--- config.mk ---
export PLATFORM = sky130hd
export DESIGN_NAME = tdm_mac_mux
export DESIGN_NICKNAME = d
export VERILOG_FILES = /design/src/rtl/tdm_mux_pkg.sv /design/src/rtl/tdm_slot_tracker.sv /design/src/rtl/tdm_rx_capture.sv /design/src/rtl/tdm_reneg_seq.sv /design/src/rtl/tdm_mac_mux.sv
export SDC_FILE = /design/constraint.sdc
export NUM_CORES = 1
export LEC_CHECK = 0
export ABC_AREA = 1
export BUFFER_PORTS_ARGS = -buffer_cell sky130_fd_sc_hd__buf_2
export CAP_MARGIN = 30
export CORE_MARGIN = 4
export CORE_UTILIZATION = 49
export CTS_BUF_LIST = sky130_fd_sc_hd__clkbuf_4
export DETAILED_ROUTE_END_ITERATION = 6
export HOLD_SLACK_MARGIN = 0.05
export PLACE_DENSITY = 0.79
export SETUP_SLACK_MARGIN = 0.1
export SLEW_MARGIN = 15
export SYNTH_ARGS = -nofsm -noshare
export SYNTH_HDL_FRONTEND = slang
export SYNTH_SLANG_ARGS = --single-unit
--- constraint.sdc ---
create_clock -name clk -period 1.64 [get_ports clk]
set_clock_uncertainty 0.2 [all_clocks]
set_input_delay 0.164 -clock clk [delete_from_list [all_inputs] [get_ports clk]]
set_output_delay 0.164 -clock clk [all_outputs]
set_load 0.02 [all_outputs]
--- src/rtl/tdm_mux_pkg.sv ---
package tdm_mux_pkg;
  typedef enum logic [1:0] {
    RN_IDLE  = 2'd0,
    RN_HIGH1 = 2'd1,
    RN_LOW   = 2'd2,
    RN_HIGH2 = 2'd3
  } reneg_st_e;
endpackage

--- src/rtl/tdm_slot_tracker.sv ---
module tdm_slot_tracker #(
  parameter int NPORTS = 8,
  localparam int SW = $clog2(NPORTS)
) (
  input  logic          clk,
  input  logic          rst_n,
  input  logic          sync_i,
  output logic [SW-1:0] slot_o,
  output logic          active_o,
  output logic          sync_err_o
);
  localparam logic [SW-1:0] LAST = SW'(NPORTS - 1);

  logic [SW-1:0] cnt_q, cnt_d;
  logic          lock_q, lock_d;
  logic          err_q, err_d;

  always_comb begin
    slot_o   = sync_i ? '0 : cnt_q;
    active_o = sync_i | lock_q;
    cnt_d    = cnt_q;
    if (active_o) cnt_d = (slot_o == LAST) ? '0 : slot_o + 1'b1;
    lock_d   = lock_q | sync_i;
    err_d    = sync_i & lock_q & (cnt_q != '0);
  end

  always_ff @(posedge clk or negedge rst_n) begin
    if (!rst_n) begin
      cnt_q  <= '0;
      lock_q <= 1'b0;
      err_q  <= 1'b0;
    end else begin
      cnt_q  <= cnt_d;
      lock_q <= lock_d;
      err_q  <= err_d;
    end
  end

  assign sync_err_o = err_q;
endmodule

--- src/rtl/tdm_rx_capture.sv ---
module tdm_rx_capture #(
  parameter int NPORTS = 8,
  parameter int NW     = 4,
  localparam int SW = $clog2(NPORTS)
) (
  input  logic              clk,
  input  logic              rst_n,
  input  logic              active_i,
  input  logic [SW-1:0]     slot_i,
  input  logic [NW-1:0]     rxd_i,
  input  logic              dv_i,
  input  logic              crs_i,
  input  logic              col_i,
  input  logic              link_i,
  output logic [NPORTS*NW-1:0] nib_o,
  output logic [NPORTS-1:0] dv_o,
  output logic [NPORTS-1:0] crs_o,
  output logic [NPORTS-1:0] col_o,
  output logic [NPORTS-1:0] link_o
);
  localparam int FW = NW + 4;

  for (genvar p = 0; p < NPORTS; p++) begin : g_port
    logic          en;
    logic [FW-1:0] fld_q, fld_d;

    always_comb begin
      en    = active_i && (slot_i == SW'(p));
      fld_d = en ? {rxd_i, dv_i, crs_i, col_i, link_i} : fld_q;
    end

    always_ff @(posedge clk or negedge rst_n) begin
      if (!rst_n) fld_q <= '0;
      else        fld_q <= fld_d;
    end

    assign nib_o[p*NW +: NW] = fld_q[FW-1 -: NW];
    assign dv_o[p]   = fld_q[3];
    assign crs_o[p]  = fld_q[2];
    assign col_o[p]  = fld_q[1];
    assign link_o[p] = fld_q[0];
  end
endmodule

--- src/rtl/tdm_reneg_seq.sv ---
module tdm_reneg_seq
  import tdm_mux_pkg::*;
#(
  parameter int NPORTS = 8,
  localparam int SW = $clog2(NPORTS)
) (
  input  logic              clk,
  input  logic              rst_n,
  input  logic              active_i,
  input  logic [SW-1:0]     slot_i,
  input  logic [NPORTS-1:0] req_i,
  output logic              reneg_o
);
  logic [NPORTS-1:0] bit_hi;

  for (genvar p = 0; p < NPORTS; p++) begin : g_port
    reneg_st_e st_q, st_d;
    logic      en;

    always_comb begin
      en   = active_i && (slot_i == SW'(p));
      st_d = st_q;
      if (st_q == RN_IDLE) begin
        if (req_i[p]) st_d = RN_HIGH1;
      end else if (en) begin
        case (st_q)
          RN_HIGH1: st_d = RN_LOW;
          RN_LOW:   st_d = RN_HIGH2;
          default:  st_d = RN_IDLE;
        endcase
      end
    end

    always_ff @(posedge clk or negedge rst_n) begin
      if (!rst_n) st_q <= RN_IDLE;
      else        st_q <= st_d;
    end

    assign bit_hi[p] = (st_q == RN_HIGH1) || (st_q == RN_HIGH2);
  end

  assign reneg_o = active_i & bit_hi[slot_i];
endmodule

--- src/rtl/tdm_mac_mux.sv ---
module tdm_mac_mux #(
  parameter int NPORTS = 8,
  parameter int NW     = 4
) (
  input  logic                 clk,
  input  logic                 rst_n,
  input  logic [NPORTS*NW-1:0] tx_nib_i,
  input  logic [NPORTS-1:0]    tx_en_i,
  output logic [NPORTS*NW-1:0] rx_nib_o,
  output logic [NPORTS-1:0]    rx_dv_o,
  output logic [NPORTS-1:0]    rx_crs_o,
  output logic [NPORTS-1:0]    rx_col_o,
  output logic [NPORTS-1:0]    rx_link_o,
  input  logic [NPORTS-1:0]    reneg_req_i,
  input  logic                 phy_sync_i,
  input  logic [NW-1:0]        phy_rxd_i,
  input  logic                 phy_rxdv_i,
  input  logic                 phy_crs_i,
  input  logic                 phy_col_i,
  input  logic                 phy_link_i,
  output logic [NW-1:0]        phy_txd_o,
  output logic                 phy_txen_o,
  output logic                 phy_reneg_o,
  output logic                 sync_err_o
);
  localparam int SW = $clog2(NPORTS);

  logic [SW-1:0] slot;
  logic          active;

  tdm_slot_tracker #(.NPORTS(NPORTS)) u_trk (
    .clk(clk), .rst_n(rst_n), .sync_i(phy_sync_i),
    .slot_o(slot), .active_o(active), .sync_err_o(sync_err_o)
  );

  tdm_rx_capture #(.NPORTS(NPORTS), .NW(NW)) u_rx (
    .clk(clk), .rst_n(rst_n), .active_i(active), .slot_i(slot),
    .rxd_i(phy_rxd_i), .dv_i(phy_rxdv_i), .crs_i(phy_crs_i),
    .col_i(phy_col_i), .link_i(phy_link_i),
    .nib_o(rx_nib_o), .dv_o(rx_dv_o), .crs_o(rx_crs_o),
    .col_o(rx_col_o), .link_o(rx_link_o)
  );

  tdm_reneg_seq #(.NPORTS(NPORTS)) u_rn (
    .clk(clk), .rst_n(rst_n), .active_i(active), .slot_i(slot),
    .req_i(reneg_req_i), .reneg_o(phy_reneg_o)
  );

  always_comb begin
    phy_txd_o  = active ? tx_nib_i[slot*NW +: NW] : '0;
    phy_txen_o = active & tx_en_i[slot];
  end
endmodule

==> flow_summary_export.csv <==
group,metric,value,unit
status,status,"finished with violations",
status,failed_checks,"negative setup slack",
yosys,syn_nets,583,
sta,finalMaxSlewViolations,0,
grt,grt_pass1_vias,4211,
die,core-area,8806,um^2
drt,dr_wl_met2,7186,um
finish,fin_util,0.7573,
drt,drc_errors,0,
worst_hold_path,min_from,"phy_sync_i",
die,start_util,0.5082,
worst_setup_path,crit_path_max_fanout,6,
drt,vias,4203,
worst_setup_path,cp_data_arrival_time,1790,ps
worst_setup_path,worst_setup_path_end_kind,"output pin",
drt,routed_wl,13880,um
yosys,ys_seq_elements,85,
drt,topRoutingLayerUsed,"met4",
power,p_clk_frac,0.139,
die,ios,130,
die,fp-row-count,34,
yosys,syn_inst,489,
worst_setup_path,required,1280,ps
worst_setup_path,timing.rr.start,"u_trk.cnt_q[1]",
sta,rsz0062_at_grt,"yes",
power,power.leakage,3.447,nW
worst_hold_path,hold-path-endpoint,"u_trk.cnt_q[0]",
finish,n_antenna_cell,0,
yosys,synth_ff_type,"dfrtp_1",
worst_setup_path,r2r.worst_path.cells,12,
clock_network,cts_tree,"built",
flow_run,maxCapViolations,0,
yosys,yosys_warnings,0,
place,post-place-ws,-53.18,ps
place,hpwl,8468,um
place,postPlaceCellArea,5393,um^2
clock_network,numCtsBuffers,9,
finish,syn_to_final_growth,49.01,%
worst_hold_path,hp-class,"input pin to register",
yosys,synth_area,4476,um^2
worst_setup_path,worstSetupStartpointType,"register",
grt,antenna_found_initial,0,
power,comb_power_share,0.491,
drt,via_per_inst,5.170,
yosys,synth.top_cell.area_share,0.4753,
place,gp_congestion,0.8858,
yosys,synth_edf_count,0,
sta,fmax,463.6,MHz
yosys,yosysSeqAreaShare,0.4753,
worst_setup_path,critical_path_class,"register to output pin",
finish,fin_nets,794,
grt,grt_max_degree,34,
yosys,yosys-top-cells-count,"nand2_1 (135), dfrtp_1 (85), inv_1 (55)",
finish,drive_gt1_frac,0.4681,
sta,tightest_slew,464.5,ps
yosys,synthTopCellsByArea,"dfrtp_1 (48%), nand2_1 (11%), ha_1 (9.8%)",
grt,grt_pass1_wl,20710,um
drt,first_iter_violations,335,
drt,dr_wl_met3,1065,um
yosys,synth.most_common_cell,"nand2_1",
sta,slew_headroom,0.6900,
drt,wire_per_inst,17.08,um
yosys,yosysTopAreaCell,"dfrtp_1",
sta,finalSetupViolCount,81,
power,intPower,5.209,mW
clock_network,cts.sink_count,85,
worst_hold_path,hold_depth,5,
die,die_y,103.6,um
place,io_buffer_count,129,
clock_network,root_buffer,"clkbuf_4",
worst_setup_path,reg2reg_slack,-440,ps
power,switching_share,0.4461,
worst_setup_path,r2r_end,"u_rn.g_port[6].st_q[0]",
drt,drt-met1-wl,5357,um
power,power_switching,4.195,mW
sta,hold_viol,0,
clock_network,cts_hold_buf,19,
power,peakVddDrop,0.0009848,V
finish,fill_cells,577,
power,p_per_area,1410,nW/um^2
grt,grt-ovfl-total,0,
clock_network,htree_levels,3,
power,seqPwrFrac,0.371,
clock_network,clkTransAtPathRegs,150,ps
clock_network,clk_latency,440,ps
sta,fin_ws,-516.9,ps
clock_network,clock_path_buffers,2,
place,dp.cells,733,
die,fp.dieW,103.6,um
power,finalPower,9.404,mW
finish,final_cell_count_no_fill,813,
drt,ant_nets,0,
finish,fin_area,6669,um^2
die,design.die.area,10730,um^2
worst_setup_path,worstSetupStartpoint,"u_trk.cnt_q[0]",
yosys,async_flop_share,1.000,
grt,grt.total_usage,0.2378,
sta,timing.final.crit_share,1.315,
yosys,synth_cell_types,24,
drt,first_pass_iters,4,
sta,fin_crit,2157,ps
yosys,avgSynthCellArea,9.152,um^2
==> flip-flops by register name, summed over array words and instances (netlist names) <==
name	cells
u_trk.sync_err_o	1
u_trk.cnt_q	3
u_rn.g_port.st_q	16
u_rx.g_port.fld_q	64
u_trk.lock_q	1
==> power by group through the flow <==
stage                     combinational (mW)  sequential, mW  clock [mW]
after floorplan                         1.73            4.08           0
after global placement                  3.58            3.37           0
after detailed placement                3.73            3.43           0
after CTS                               4.21            3.41        1.30
after global routing                    5.03            3.58        1.43
final                                   4.61            3.49        1.30
==> what timing repair did <==
action | in CTS | in global routing
endpoints found under the setup margin | 77 | 125
cloned | 5 | 4
setup buffers | 21 | 20
resized for setup | 85 | 75
pin swaps | 20 | 25
endpoints found under the hold margin | 167 | 1
==> metal layers <==
metal	track usage	vias to the layer above
met4	0.06743	0
met3	0.06903	26
li1	-	2005
met1	0.2852	1995
met5	0	-
met2	0.4173	177
==> how the worst max path moves through the flow <==
stage | to | slack [ps] | cells after the start
floorplan | u_rx.g_port[7].fld_q[5] | 40 | 9
global placement | u_rx.g_port[7].fld_q[0] | -6 | 10
detailed placement | u_rn.g_port[3].st_q[0] | -50 | 11
CTS | phy_txd_o[3] | -470 | 11
global route | phy_txd_o[3] | -610 | 11
finish | phy_txd_o[3] | -520 | 11
==> worst max-delay path: stages (launching register included) <==
cell     delay [ps]
dfrtp_2         430
inv_4            60
nor2_4          180
buf_12          140
nand2_1          40
nand2_1          50
nand2_1          40
nand2_1          80
nand2_1          60
nand2_1          70
inv_1            40
buf_2           150
==> final cells by class <==
| cell class | count | area [um^2] | share of cell area |
|---|---|---|---|
| repair inverters | 1 | 7.507 | 0.001126 |
| clock buffers | 9 | 67.56 | 0.01013 |
| well taps | 108 | 135.1 | 0.02026 |
| flip-flops and latches | 85 | 2131 | 0.3195 |
| inverters | 57 | 229.0 | 0.03433 |
| repair buffers | 205 | 1567 | 0.2349 |
| multi-input cells | 341 | 2450 | 0.3674 |
| clock inverters | 7 | 82.58 | 0.01238 |
==> placed cells by master (no fill, tap or decap), types with 10 or more instances in the layout <==
| master | Yosys | final |
|---|---|---|
| o211ai_1 | 10 | 10 |
| o21ai_2 | 24 | 35 |
| dlygate4sd3_1 | 0 | 19 |
| buf_12 | 0 | 15 |
| buf_6 | 10 | 22 |
| buf_4 | 1 | 25 |
| inv_1 | 55 | 46 |
| nand2_2 | 0 | 33 |
| nor2_1 | 20 | 17 |
| dfrtp_1 | 85 | 82 |
| nand3_1 | 20 | 15 |
| ha_1 | 35 | 31 |
| nand2_8 | 1 | 11 |
| nand2_4 | 8 | 10 |
| nand2_1 | 135 | 95 |
| buf_2 | 1 | 123 |
| o21ai_1 | 15 | 43 |
==> logic make-up (layout without fill, tap and decap cells) <==
kind of cell,count (synthesis),count (layout),synth area share
AO/OA/AOI/OAI,105,105,0.1440
flip-flops,85,85,0.4753
buffers and inverters,69,279,0.07632
AND/OR/NAND/NOR,195,201,0.2066
adder cells (fa/ha/maj),35,35,0.09785
==> through the flow <==
step | hold WS, ps | setup TNS (ps)
3_3_place_gp | -56.74 | -17.11
6_report | 5.041 | -17810
4_1_cts | -19.72 | -10680
5_1_grt | 16.31 | -22940
3_5_place_dp | -49.72 | -520.2
2_1_floorplan | -331.6 | 0
(Power assumes the default switching activity.)
